===== src/rtl/pup_pkg.sv =====
package pup_pkg;

    localparam int STAT_LOW_CYC = 16;
    localparam int CMD_WAIT_CYC = 264;
    localparam int VEC_W        = 16;
    localparam logic [VEC_W-1:0] RESET_VEC = 16'h0780;

    typedef enum logic [3:0] {
        ST_PWR,
        ST_HOLD,
        ST_RAMP,
        ST_CF1,
        ST_ARM,
        ST_BSTART,
        ST_BIST,
        ST_STAT,
        ST_ROM,
        ST_CF2,
        ST_CMDW,
        ST_FETCH,
        ST_RUN,
        ST_HALT,
        ST_ERR
    } pup_state_e;

    typedef struct packed {
        logic bist_start;
        logic test_stat;
        logic rom_oe_n;
        logic if_rst;
        logic clk_out_en;
        logic core_rst;
        logic cmd_en;
        logic fetch_start;
        logic proto_err;
    } pup_out_t;

    function automatic int max3(input int a, input int b, input int c);
        int m;
        m = (a > b) ? a : b;
        return (m > c) ? m : c;
    endfunction

    // States in which the core logic is out of reset
    function automatic logic core_live(input pup_state_e s);
        return (s == ST_CMDW) || (s == ST_FETCH) || (s == ST_RUN);
    endfunction

    // States in which the status pin reads low (window plus passed path)
    function automatic logic stat_low(input pup_state_e s);
        return (s == ST_STAT) || (s == ST_ROM) || (s == ST_CF2) || core_live(s);
    endfunction

    // States in which a system reset does not restart the sequence
    function automatic logic pre_release(input pup_state_e s);
        return (s == ST_PWR) || (s == ST_HOLD);
    endfunction

endpackage


===== src/rtl/pup_fall_det.sv =====
module pup_fall_det (
    input  logic clk,
    input  logic rst,
    input  logic din,
    output logic fall
);
    logic din_q;

    always_ff @(posedge clk) begin
        if (rst) din_q <= 1'b0;
        else     din_q <= din;
    end

    assign fall = din_q & ~din;
endmodule


===== src/rtl/pup_timer.sv =====
module pup_timer #(
    parameter int CNT_W = 8
) (
    input  logic             clk,
    input  logic             rst,
    input  logic             clr,
    output logic [CNT_W-1:0] cnt
);
    always_ff @(posedge clk) begin
        if (rst || clr)         cnt <= '0;
        else if (cnt != '1)     cnt <= cnt + 1'b1;
    end
endmodule


===== src/rtl/pup_fsm.sv =====
module pup_fsm
    import pup_pkg::*;
#(
    parameter int HOLD_CYC = 1000,
    parameter int RAMP_CYC = 100,
    parameter int CNT_W    = 10
) (
    input  logic             clk,
    input  logic             rst,
    input  logic             pwr_good,
    input  logic             sys_rst_n,
    input  logic             cf_fall,
    input  logic             frame_tick,
    input  logic             bist_done,
    input  logic             bist_pass,
    input  logic             rom_done,
    input  logic [CNT_W-1:0] cnt,
    output logic             timer_clr,
    output pup_state_e       st
);
    localparam logic [CNT_W-1:0] HOLD_LIM  = CNT_W'(HOLD_CYC);
    localparam logic [CNT_W-1:0] RAMP_LAST = CNT_W'(RAMP_CYC - 1);
    localparam logic [CNT_W-1:0] STAT_LAST = CNT_W'(STAT_LOW_CYC - 1);
    localparam logic [CNT_W-1:0] CMDW_LAST = CNT_W'(CMD_WAIT_CYC - 1);

    pup_state_e st_q, nxt;
    logic       pass_q;

    always_comb begin
        nxt = st_q;
        unique case (st_q)
            ST_PWR:    if (pwr_good) nxt = sys_rst_n ? ST_ERR : ST_HOLD;
            ST_HOLD:   if (sys_rst_n) nxt = (cnt >= HOLD_LIM) ? ST_RAMP : ST_ERR;
            ST_RAMP:   if (cnt == RAMP_LAST) nxt = ST_CF1;
            ST_CF1:    if (cf_fall) nxt = ST_ARM;
            ST_ARM:    if (frame_tick) nxt = ST_BSTART;
            ST_BSTART: nxt = ST_BIST;
            ST_BIST:   if (bist_done) nxt = ST_STAT;
            ST_STAT:   if (cnt == STAT_LAST) nxt = pass_q ? ST_ROM : ST_HALT;
            ST_ROM:    if (rom_done) nxt = ST_CF2;
            ST_CF2:    if (cf_fall) nxt = ST_CMDW;
            ST_CMDW:   if (cnt == CMDW_LAST) nxt = ST_FETCH;
            ST_FETCH:  nxt = ST_RUN;
            ST_RUN,
            ST_HALT,
            ST_ERR:    nxt = st_q;
            default:   nxt = ST_PWR;
        endcase
        if (!sys_rst_n && !pre_release(st_q))
            nxt = ST_PWR;
    end

    assign timer_clr = (nxt != st_q);

    always_ff @(posedge clk) begin
        if (rst) begin
            st_q   <= ST_PWR;
            pass_q <= 1'b0;
        end else begin
            st_q <= nxt;
            if (nxt == ST_PWR)
                pass_q <= 1'b0;
            else if (st_q == ST_BIST && bist_done)
                pass_q <= bist_pass;
        end
    end

    assign st = st_q;
endmodule


===== src/rtl/pup_outdec.sv =====
module pup_outdec
    import pup_pkg::*;
#(
    parameter int CNT_W = 10
) (
    input  pup_state_e       st,
    input  logic [CNT_W-1:0] cnt,
    output pup_out_t         outs,
    output logic [VEC_W-1:0] vec
);
    always_comb begin
        outs.bist_start  = (st == ST_BSTART);
        outs.test_stat   = ~stat_low(st);
        outs.rom_oe_n    = (st != ST_ROM);
        outs.if_rst      = (st == ST_CMDW) && (cnt == '0);
        outs.clk_out_en  = core_live(st);
        outs.core_rst    = ~core_live(st);
        outs.cmd_en      = (st == ST_FETCH) || (st == ST_RUN);
        outs.fetch_start = (st == ST_FETCH);
        outs.proto_err   = (st == ST_ERR);
        vec              = (st == ST_FETCH) ? RESET_VEC : '0;
    end
endmodule


===== src/rtl/pup_reset_seq.sv =====
module pup_reset_seq
    import pup_pkg::*;
#(
    parameter int HOLD_CYC = 10_000_000,
    parameter int RAMP_CYC = 2_000
) (
    input  logic             clk,
    input  logic             rst,
    input  logic             pwr_good,
    input  logic             sys_rst_n,
    input  logic             cfwd_rst,
    input  logic             frame_tick,
    input  logic             bist_done,
    input  logic             bist_pass,
    input  logic             rom_done,
    output logic             bist_start,
    output logic             test_stat,
    output logic             rom_oe_n,
    output logic             if_rst,
    output logic             clk_out_en,
    output logic             core_rst,
    output logic             cmd_en,
    output logic             fetch_start,
    output logic [VEC_W-1:0] fetch_vec,
    output logic             proto_err
);
    localparam int CNT_MAX = max3(HOLD_CYC, RAMP_CYC, CMD_WAIT_CYC);
    localparam int CNT_W   = $clog2(CNT_MAX + 1);

    logic             cf_fall;
    logic             timer_clr;
    logic [CNT_W-1:0] cnt;
    pup_state_e       st;
    pup_out_t         outs;

    pup_fall_det u_fall (
        .clk  (clk),
        .rst  (rst),
        .din  (cfwd_rst),
        .fall (cf_fall)
    );

    pup_timer #(.CNT_W(CNT_W)) u_timer (
        .clk (clk),
        .rst (rst),
        .clr (timer_clr),
        .cnt (cnt)
    );

    pup_fsm #(
        .HOLD_CYC (HOLD_CYC),
        .RAMP_CYC (RAMP_CYC),
        .CNT_W    (CNT_W)
    ) u_fsm (
        .clk        (clk),
        .rst        (rst),
        .pwr_good   (pwr_good),
        .sys_rst_n  (sys_rst_n),
        .cf_fall    (cf_fall),
        .frame_tick (frame_tick),
        .bist_done  (bist_done),
        .bist_pass  (bist_pass),
        .rom_done   (rom_done),
        .cnt        (cnt),
        .timer_clr  (timer_clr),
        .st         (st)
    );

    pup_outdec #(.CNT_W(CNT_W)) u_dec (
        .st   (st),
        .cnt  (cnt),
        .outs (outs),
        .vec  (fetch_vec)
    );

    assign bist_start  = outs.bist_start;
    assign test_stat   = outs.test_stat;
    assign rom_oe_n    = outs.rom_oe_n;
    assign if_rst      = outs.if_rst;
    assign clk_out_en  = outs.clk_out_en;
    assign core_rst    = outs.core_rst;
    assign cmd_en      = outs.cmd_en;
    assign fetch_start = outs.fetch_start;
    assign proto_err   = outs.proto_err;
endmodule


===== config.mk =====
export PLATFORM = sky130hd
export DESIGN_NAME = pup_reset_seq
export DESIGN_NICKNAME = d
export VERILOG_FILES = /design/src/rtl/pup_pkg.sv /design/src/rtl/pup_fall_det.sv /design/src/rtl/pup_timer.sv /design/src/rtl/pup_fsm.sv /design/src/rtl/pup_outdec.sv /design/src/rtl/pup_reset_seq.sv
export SDC_FILE = /design/constraint.sdc
export NUM_CORES = 1
export LEC_CHECK = 0
export ABC_CLOCK_PERIOD_IN_PS = 6200
export BUFFER_PORTS_ARGS = -buffer_cell sky130_fd_sc_hd__clkbuf_2
export CAP_MARGIN = 20
export CORE_ASPECT_RATIO = 1.1
export CORE_MARGIN = 10
export CORE_UTILIZATION = 62
export DETAILED_ROUTE_END_ITERATION = 6
export MAX_ROUTING_LAYER = met4
export PLACE_DENSITY = 0.95
export RECOVER_POWER = 100
export REMOVE_ABC_BUFFERS = 1
export SLEW_MARGIN = 20
export SYNTH_ARGS = -nofsm -noshare
export SYNTH_HDL_FRONTEND = slang
export SYNTH_SLANG_ARGS = --single-unit
export TNS_END_PERCENT = 100

===== constraint.sdc =====
create_clock -name clk -period 6.2 [get_ports clk]
set_input_delay 0.31 -clock clk [delete_from_list [all_inputs] [get_ports clk]]
set_output_delay 0.31 -clock clk [all_outputs]
set_load 0.005 [all_outputs]

==> results of run 1 <==
## Yosys cell counts, types with 5 or more instances
cell type,instances,area (um^2)
xnor2_1,13,114
xor2_1,6,52.6
buf_4,21,158
a21oi_1,8,40.0
nor4_1,5,31.3
buf_2,5,25.0
nor2b_1,6,37.5
nor3_2,10,100
nor3_1,23,115
nand2_1,24,90.1
nand4_1,10,62.6
inv_1,10,37.5
nor2_1,27,101
nand3_1,16,80.1
nand2b_1,5,31.3
o21ai_0,10,50.1
dfxtp_1,30,601
## final timing paths
| check | end | slack, ps | start |
|---|---|---|---|
| worst max-delay path | u_timer.cnt[7] | 2790 | u_fsm.st[2] |
| worst min-delay path | u_fall.din_q | 210 | rst |
| worst max register to register | u_timer.cnt[7] | 2790 | u_fsm.st[2] |
| worst min register to register | u_fsm.pass_q | 580 | u_fsm.pass_q |
## critical path: cells and delay by family, from the launching register on
family | cells | cell delay [ps]
simple gates | 2 | 480
compound gates | 4 | 1990
flops | 1 | 740
## placed cells by master, fill, tap and decap left out, types with 11 or more instances in the layout
master and n:
conb_1 12, dfxtp_1 30, nor2_1 27, nand3_1 16, nor3_1 23, clkbuf_1 11
xnor2_1 13, nand2_1 24
## sequential cells by signal, summed over array words and instances (netlist names)
signal        flops
u_fsm.st          4
u_fall.din_q      1
u_fsm.pass_q      1
u_timer.cnt      24
## stage by stage
stage               instance area [um^2]  setup WS (ps)  std cells  total power [mW]
floorplan                           2150           3940        272             0.557
global placement                    2330           3790        344             0.659
detailed placement                  2330           3670        344             0.674
CTS                                 2440           3660        352             0.858
global route                        2410           2500        352             0.901
finish                              2410           2790        352             0.846
## where the power goes
part / internal (mW) / leakage (nW) / switching, mW / total, mW
logic: 0.133 / 0.471 / 0.248 / 0.381
clock network: 0.112 / 0.0575 / 0.0735 / 0.185
registers: 0.211 / 0.243 / 0.0686 / 0.280
total: 0.456 / 0.771 / 0.390 / 0.846
## final cells by class
class,count,share of cell area
Tap cell,50,0.0260
Clock buffer,8,0.0457
Multi-Input combinational cell,232,0.622
Inverter,10,0.0156
Timing Repair Buffer,22,0.0411
Sequential cell,30,0.249
## per-layer routing
metal  share of wire  track usage  up-vias
li1                -            -     1040
met1            0.39        0.185      989
met2            0.48        0.281      117
met3           0.096       0.0586       30
met4           0.037       0.0946        0
met5               0            -        -
## cells by family (layout without fill, tap and decap cells)
| kind of cell | after synthesis | after routing |
|---|---|---|
| AO/OA/AOI/OAI | 45 | 45 |
| XOR/XNOR | 19 | 19 |
| adder cells (fa/ha/maj) | 2 | 2 |
| buffers and inverters | 41 | 40 |
| flip-flops | 30 | 30 |
| multiplexers | 2 | 2 |
| other | 1 | 12 |
| AND/OR/NAND/NOR | 152 | 152 |
==> flow_metrics.env, run 1 <==
export IMPL_setup_tns_ps=0
export IMPL_vias_per_cell=6.18
export IMPL_setup_viol_count_final=0
export IMPL_seqCellArea_um2=601
export IMPL_wl_mm=5.65
export IMPL_synth_edff_count=0
export IMPL_relSlewSlack=-0.213
export IMPL_dr_total_vias=2176
export IMPL_grt_ovfl_total=0
export IMPL_grt_pass1_wl_mm=9.45
export IMPL_crit_path_end_kind="flip-flop"
export IMPL_violations="max-capacitance violations, max-slew violations"
export IMPL_synthSimpleGateAreaFrac=0.380
export IMPL_worstMarginPinSlew_ps=1810
export IMPL_antenna_found_initial=0
export IMPL_synth_flop_cell="dfxtp_1"
export IMPL_wl_per_cell_um=16.0
export IMPL_row_count=23
export IMPL_grt_pass1_vias=2039
export IMPL_holdBufCountCts=0
export IMPL_yosysWarnings=0
export IMPL_antenna_diode_count=0
export IMPL_netlist_area_mm2=0.00234
export IMPL_cts_setup_buffers=0
export IMPL_status="finished, violations left"
export IMPL_critical_path_class="reg -> reg"
export IMPL_synth_seq_cells=30
export IMPL_die_area_mm2=0.00664
export IMPL_synth_adder_area_share=0.0107
export IMPL_cp_required_ps=6290
export IMPL_synthXorXnorAreaFrac=0.0710
export IMPL_crit_chain="and2b_1, a221oi_1, o311a_1, o31ai_1, o211ai_1, nor3_1"
export IMPL_detailed_place_hpwl_mm=4.17
export IMPL_synth_top_family_by_area="simple AND/OR/NAND/NOR gates"
export IMPL_gp_congestion=0.965
export IMPL_cp_arrival_ps=3500
export IMPL_finalCritPeriodShare=0.551
export IMPL_cts_buffers=5
export IMPL_crit_path_start_kind="flip-flop"
export IMPL_clk_latency_ps=290
export IMPL_muxShareOfSynthArea=0.00855
export IMPL_async_flop_share=0
export IMPL_port_buffers=21
export IMPL_synth_compound_area_frac=0.156
export IMPL_grt_max_degree=25
export IMPL_area_growth_pct=2.78
export IMPL_netlist_instances=292
export IMPL_holdPathStages=2
export IMPL_multi_input_area_mm2=0.00150
export IMPL_firstDrtPassIters=5
export IMPL_fin_crit_ps=3410
export IMPL_drtAntennaViolNets=0
export IMPL_fin_skew_ps=8.52
export IMPL_final_util=0.659
export IMPL_die_y_um=84.5
export IMPL_synth_cell_type_count=62
export IMPL_drc=0
export IMPL_die_x_um=78.6
export IMPL_clock_path_buffers=2
export IMPL_crit_fanout=21
export IMPL_drv_slew=19
export IMPL_max_freq_mhz=293
export IMPL_htree_levels=2
export IMPL_max_stage_delay_ps=1400
export IMPL_io_pins=34
export IMPL_drtIter0Drc=194
export IMPL_ir_drop_mv=0.193
export IMPL_leakage_nw=0.771
export IMPL_drv_cap=1
export IMPL_ys_seq_area_frac=0.256
export IMPL_hold_path_class="in -> reg"
export IMPL_start_util=0.641
export IMPL_tritoncts="done"
export IMPL_rsz0062_at_grt="false"
export IMPL_synth_avg_cell_area_um2=8.02
export IMPL_hold_slack_ps=209
export IMPL_path_clk_slew_ps=60
export IMPL_fin_nets=312
export IMPL_powerDensity_mw_per_mm2=351
export IMPL_core_mm2=0.00365
export IMPL_cts_root_buf="clkbuf_8"
export IMPL_layout_drive_gt1_share=0.132
export IMPL_track_usage=0.175
export IMPL_hold_violations=0
export IMPL_ff2ff_path_depth=6
export IMPL_clock_sinks=30
export IMPL_cts_resized=0
export IMPL_nFillCells=327
export IMPL_slowest_stage="o211ai_1"
Note: power is estimated with default switching activity, not from simulation.
==> run 2, diff against run 1 <==
--- a/config.mk
+++ b/config.mk
@@ -5,15 +5,15 @@
 export SDC_FILE = /design/constraint.sdc
 export NUM_CORES = 1
 export LEC_CHECK = 0
-export ABC_CLOCK_PERIOD_IN_PS = 6200
+export ABC_CLOCK_PERIOD_IN_PS = 3400
 export BUFFER_PORTS_ARGS = -buffer_cell sky130_fd_sc_hd__clkbuf_2
 export CAP_MARGIN = 20
 export CORE_ASPECT_RATIO = 1.1
 export CORE_MARGIN = 10
-export CORE_UTILIZATION = 62
+export CORE_UTILIZATION = 58
 export DETAILED_ROUTE_END_ITERATION = 6
 export MAX_ROUTING_LAYER = met4
-export PLACE_DENSITY = 0.95
+export PLACE_DENSITY = 0.92
 export RECOVER_POWER = 100
 export REMOVE_ABC_BUFFERS = 1
 export SLEW_MARGIN = 20
==> constraint.sdc (replaced) <==
create_clock -name clk -period 3.4 [get_ports clk]
set_input_delay 0.17 -clock clk [delete_from_list [all_inputs] [get_ports clk]]
set_output_delay 0.17 -clock clk [all_outputs]
set_load 0.005 [all_outputs]
==> run 2 against run 1 <==
- the flow now finishes without violations
- first-iteration DRC count rose by 5.7%
- maximum frequency is 28% higher
- sequential share of layout area grew 0.28 points
- utilization fell by 5.3 points
- clock power up 66%
- non-clock buffer count unchanged
- clock skew decreased by 3.1 ps
- worst hold slack worse by 140 ps
- routed wire length is 1.4% higher
- largest cell class unchanged
==> flow_metrics.env, run 2 (synthesis gave the netlist of run 1 again) <==
export IMPL_antenna_diode_count=0
export IMPL_final_cell_mix="dfxtp_1, nor3_1, nor2_1, nand2_1, nand3_1"
export IMPL_cts_buffers=5
export IMPL_drc=0
export IMPL_fin_crit_ps=2670
export IMPL_port_buffers=21
export IMPL_rsz0062_at_grt="false"
export IMPL_critical_path_class="reg -> reg"
export IMPL_dr_total_vias=2204
export IMPL_die_y_um=86.7
export IMPL_clock_path_buffers=2
export IMPL_drv_cap=0
export IMPL_cp_num_buf_inv=0
export IMPL_grt_pass1_wl_mm=9.47
export IMPL_detailed_place_hpwl_mm=4.20
export IMPL_powerDensity_mw_per_mm2=631
export IMPL_worstMarginPinSlew_ps=914
export IMPL_multi_input_area_mm2=0.00148
export IMPL_crit_fanout=21
export IMPL_htree_levels=2
export IMPL_largest_reg_flops=24
export IMPL_placedCellCount=346
export IMPL_holdPathStages=2
export IMPL_die_area_mm2=0.00698
export IMPL_firstDrtPassIters=6
export IMPL_regMostFlops="u_timer.cnt"
export IMPL_fin_ws_ps=734
export IMPL_drtIter0Drc=205
export IMPL_vias_per_cell=6.23
export IMPL_tritoncts="done"
export IMPL_cp_arrival_ps=2800
export IMPL_crit_path_start_kind="flip-flop"
export IMPL_leakage_nw=0.776
export IMPL_setup_tns_ps=0
export IMPL_ir_drop_mv=0.345
export IMPL_cts_resized=0
export IMPL_io_pins=34
export IMPL_finalCritPeriodShare=0.784
export IMPL_layoutNonFillerInstCount=354
export IMPL_cts_root_buf="clkbuf_8"
export IMPL_drv_slew=0
export IMPL_drtAntennaViolNets=0
export IMPL_totalPowerFinal_mw=1.50
export IMPL_final_util=0.605
export IMPL_core_mm2=0.00393
export IMPL_place_area_mm2=0.00233
export IMPL_start_util=0.595
export IMPL_clock_sinks=30
export IMPL_crit_path_end_kind="flip-flop"
export IMPL_cp_required_ps=3540
export IMPL_seqCellArea_um2=601
export IMPL_relSlewSlack=0.389
export IMPL_ff2ff_path_depth=6
export IMPL_setup_viol_count_final=0
export IMPL_status="completed"
export IMPL_holdBufCountCts=0
export IMPL_crit_chain="and2b_1, a221oi_1, o311a_1, o31ai_1, o211ai_2, nor3_1"
export IMPL_critPathTopFamily="compound AO/OA/AOI/OAI gates"
export IMPL_max_freq_mhz=375
export IMPL_fin_skew_ps=5.42
export IMPL_fin_nets=312
export IMPL_hold_path_class="in -> reg"
export IMPL_grt_max_degree=25
export IMPL_wl_mm=5.72
export IMPL_area_growth_pct=1.66
export IMPL_grt_ovfl_total=0
export IMPL_hold_violations=0
export IMPL_path_clk_slew_ps=70
export IMPL_slowest_stage="o211ai_2"
export IMPL_track_usage=0.168
export IMPL_antenna_found_initial=0
export IMPL_die_x_um=80.6
export IMPL_mostFrequentLayoutCell="dfxtp_1"
export IMPL_max_stage_delay_ps=730
export IMPL_wl_per_cell_um=16.2
export IMPL_nFillCells=353
export IMPL_grt_pass1_vias=1988
export IMPL_hold_slack_ps=70.7
export IMPL_finish_instance_area_mm2=0.00238
export IMPL_clk_latency_ps=290
export IMPL_pre_cts_ws_ps=927
export IMPL_gp_congestion=0.933
export IMPL_layout_drive_gt1_share=0.136
export IMPL_cp_depth=6
export IMPL_row_count=24
export IMPL_cts_setup_buffers=0
[run 2: changes by cell type in the layout (fill, tap and decap cells not counted), moves of 2 or more]
cell,previous run,this run
clkbuf_1,11,6
clkbuf_2,10,15
clkbuf_8,8,6
nor3_1,23,28
nor3_2,10,5
[run 2: final timing paths]
path,startpoint,endpoint,slack [ps]
min,rst,u_fall.din_q,70
max,u_fsm.st[2],u_timer.cnt[5],730
max reg2reg,u_fsm.st[2],u_timer.cnt[5],730
min reg2reg,u_timer.cnt[20],u_timer.cnt[20],580
[run 2: cell type report]
type	instances	area share
inverter	10	0.0158
multi-input combinational	232	0.621
tap	52	0.0273
sequential	30	0.252
clock inverter	2	0.00525
timing repair buffer	22	0.0441
clock buffer	6	0.0347
[run 2: metal layers]
layer | track usage | wire length, um | vias up
li1 | - | - | 1050
met1 | 0.189 | 2260 | 1001
met2 | 0.270 | 2700 | 134
met3 | 0.0383 | 594 | 19
met4 | 0.0897 | 163 | 0
met5 | - | 0 | -
[run 2: where the power goes]
group          internal (mW)  switching (mW)
combinational          0.246           0.441
sequential             0.384           0.124
clock                  0.162           0.145
total                  0.793           0.710
==> run 3, diff against run 2 <==
--- a/config.mk
+++ b/config.mk
@@ -5,15 +5,16 @@
 export SDC_FILE = /design/constraint.sdc
 export NUM_CORES = 1
 export LEC_CHECK = 0
-export ABC_CLOCK_PERIOD_IN_PS = 3400
+export ABC_AREA = 1
+export ABC_CLOCK_PERIOD_IN_PS = 2330
 export BUFFER_PORTS_ARGS = -buffer_cell sky130_fd_sc_hd__clkbuf_2
 export CAP_MARGIN = 20
 export CORE_ASPECT_RATIO = 1.1
 export CORE_MARGIN = 10
-export CORE_UTILIZATION = 58
+export CORE_UTILIZATION = 52
 export DETAILED_ROUTE_END_ITERATION = 6
 export MAX_ROUTING_LAYER = met4
-export PLACE_DENSITY = 0.92
+export PLACE_DENSITY = 0.88
 export RECOVER_POWER = 100
 export REMOVE_ABC_BUFFERS = 1
 export SLEW_MARGIN = 20
==> constraint.sdc (replaced) <==
create_clock -name clk -period 2.33 [get_ports clk]
set_input_delay 0.1165 -clock clk [delete_from_list [all_inputs] [get_ports clk]]
set_output_delay 0.1165 -clock clk [all_outputs]
set_load 0.005 [all_outputs]
==> run 3 against run 2 <==
- flip-flop and latch count unchanged
- largest power group unchanged
- clock skew increased by 5.3 ps
- utilization decreased by 4.0 points
- sequential power increased by 19%
- sequential share of layout area decreased by 0.20 points
- routed wire length decreased by 5.3%
- first-iteration DRC count increased by 13%
- clock power increased by 25%
- combinational power increased by 6.1%
==> flow_metrics.env, run 3 <==
export IMPL_cp_required_ps=2550
export IMPL_p_int_mw=0.993
export IMPL_layoutNonFillerInstCount=446
export IMPL_clock_sinks=30
export IMPL_critical_path_class="reg -> reg"
export IMPL_hold_violations=0
export IMPL_cts_setup_buffers=0
export IMPL_max_stage_delay_ps=420
export IMPL_synth_cell_type_count=27
export IMPL_yosysTopAreaCellShare=0.265
export IMPL_cts_root_buf="clkbuf_8"
export IMPL_cp_depth=13
export IMPL_start_util=0.532
export IMPL_synth_flop_cell="dfxtp_1"
export IMPL_cp_num_buf_inv=2
export IMPL_grt_ovfl_total=0
export IMPL_row_count=25
export IMPL_crit_path_end_kind="flip-flop"
export IMPL_setup_viol_count_final=0
export IMPL_finish_instance_area_mm2=0.00240
export IMPL_status="completed"
export IMPL_drv_slew=0
export IMPL_fin_crit_ps=2100
export IMPL_ys_seq_area_frac=0.265
export IMPL_area_growth_pct=6.25
export IMPL_ff2ff_path_depth=13
export IMPL_mostFrequentLayoutCell="nor2_1"
export IMPL_min_to="u_fall.din_q"
export IMPL_wl_per_cell_um=12.2
export IMPL_p_switching_mw=0.728
export IMPL_setup_tns_ps=0
export IMPL_antenna_found_initial=0
export IMPL_crit_chain="inv_1, nor2_1, nand2_1, nor2_1, nand3b_1, nand2_1, nand2_1, nand3_2, a21oi_1, nor2_1, nand3_2, buf_12, nor2_1"
export IMPL_synth_avg_cell_area_um2=6.08
export IMPL_powerDensity_mw_per_mm2=716
export IMPL_io_pins=34
export IMPL_fin_nets=403
export IMPL_vias_per_cell=5.21
export IMPL_detailed_place_hpwl_mm=4.27
export IMPL_worstMarginPinSlew_ps=501
export IMPL_firstDrtPassIters=4
export IMPL_slowest_stage="dfxtp_1"
export IMPL_fin_skew_ps=10.7
export IMPL_tritoncts="done"
export IMPL_crit_path_frequent_cell="nor2_1"
export IMPL_critPathTopFamily="simple AND/OR/NAND/NOR gates"
export IMPL_wl_mm=5.42
export IMPL_seq_power_share=0.352
export IMPL_ys_top_cells_by_area="dfxtp_1, nor2_1, nand2_1"
export IMPL_grt_max_degree=25
export IMPL_antenna_diode_count=0
export IMPL_finalCritPeriodShare=0.901
export IMPL_track_usage=0.149
export IMPL_die_y_um=89.2
export IMPL_reg2reg_to="u_timer.cnt[13]"
export IMPL_clock_power_share=0.225
export IMPL_die_x_um=82.9
export IMPL_reg2reg_slack_ps=230
export IMPL_synth_edff_count=0
export IMPL_core_mm2=0.00425
export IMPL_dr_total_vias=2323
export IMPL_synth_seq_cells=30
export IMPL_swShare=0.423
export IMPL_cts_resized=0
export IMPL_port_buffers=21
export IMPL_yosysWarnings=0
export IMPL_yosys_top_cells_count="nor2_1, nand2_1, inv_1"
export IMPL_die_area_mm2=0.00739
export IMPL_hp_start="cfwd_rst"
export IMPL_clk_latency_ps=280
export IMPL_grt_pass1_wl_mm=9.27
export IMPL_placedCellCount=439
export IMPL_layout_drive_gt1_share=0.0918
export IMPL_synth_top_area_cell="dfxtp_1"
export IMPL_drtIter0Drc=231
export IMPL_largest_reg_flops=24
export IMPL_regMostFlops="u_timer.cnt"
export IMPL_clock_path_buffers=2
export IMPL_path_clk_slew_ps=60
export IMPL_cp_arrival_ps=2320
export IMPL_rsz0062_at_grt="false"
export IMPL_async_flop_share=0
export IMPL_netlist_instances=372
export IMPL_final_cell_mix="nor2_1, nand2_1, inv_1, dfxtp_1, nand3_1"
export IMPL_grt_pass1_vias=2192
export IMPL_crit_fanout=24
export IMPL_ir_drop_mv=0.354
export IMPL_cts_buffers=5
export IMPL_drtAntennaViolNets=0
export IMPL_holdBufCountCts=0
export IMPL_netlist_area_mm2=0.00226
export IMPL_gp_congestion=0.984
export IMPL_leakage_nw=1.01
export IMPL_crit_path_start_kind="flip-flop"
export IMPL_r2r_start="u_fsm.st[1]"
export IMPL_relSlewSlack=0.664
export IMPL_place_area_mm2=0.00234
export IMPL_htree_levels=2
export IMPL_drv_cap=0
export IMPL_drc=0
export IMPL_nFillCells=405
export IMPL_holdPathStages=3
export IMPL_yosysMostFrequentCell="nor2_1"
export IMPL_power_frac_comb=0.424
export IMPL_max_freq_mhz=476
export IMPL_hold_path_class="in -> reg"
==> run 3: worst max path at each step <==
stage,from,slack [ps],to
after CTS,u_timer.cnt[0],160,u_timer.cnt[13]
after detailed placement,u_timer.cnt[0],170,u_timer.cnt[13]
after global placement,u_timer.cnt[0],310,u_timer.cnt[10]
after global routing,u_timer.cnt[0],10,u_timer.cnt[13]
final,u_fsm.st[1],230,u_timer.cnt[13]
after floorplan,u_timer.cnt[0],330,u_timer.cnt[0]
==> run 3: per-stage QoR <==
step	hold WS, ps	utilization	setup WS [ps]	power [mW]
final	48.5	0.565	230	1.72
after global routing	47.4	0.565	12.5	1.85
after CTS	43.8	0.568	156	1.74
after detailed placement	339	0.550	166	1.35
after global placement	330	0.550	309	1.34
after floorplan	189	-	327	1.12
==> run 3: final cells by class <==
class | instances | area [um^2] | share of cell area
Multi-Input combinational cell | 288 | 1370 | 0.571
Inverter | 44 | 165 | 0.0687
Timing Repair Buffer | 23 | 119 | 0.0494
Clock inverter | 2 | 10.0 | 0.00416
Sequential cell | 30 | 602 | 0.250
Tap cell | 54 | 67.6 | 0.0281
Clock buffer | 5 | 68.8 | 0.0286
==> run 3: power by group through the flow <==
stage                     sequential (mW)  clock [mW]  combinational (mW)
after floorplan                     0.599           0               0.521
after global placement              0.613           0               0.724
after detailed placement            0.614           0               0.740
after CTS                           0.603       0.393               0.743
after global routing                0.609       0.416               0.828
final                               0.606       0.386               0.729
==> run 3: tightest hold or removal path: cells and delay by family <==
| family | cells | cell delay, ps |
|---|---|---|
| buffers and inverters | 2 | 140 |
| AND/OR/NAND/NOR | 1 | 40 |
==> run 3: logic make-up (layout without fill, tap and decap cells) <==
group,after synthesis,after routing,synth area share
flip-flops,30,30,0.265
multiplexers,1,1,0.00497
AO/OA/AOI/OAI,25,25,0.0614
other,1,12,0.00166
adder cells (fa/ha/maj),2,2,0.0111
buffers and inverters,65,74,0.146
XOR/XNOR,17,17,0.0658
AND/OR/NAND/NOR,231,231,0.443
==> run 3: layer usage <==
metal	wire, um	GRT usage	vias up
met4	160	0.0774	0
met5	0	-	-
met2	2510	0.244	87
li1	-	-	1191
met3	465	0.0483	18
met1	2280	0.161	1027
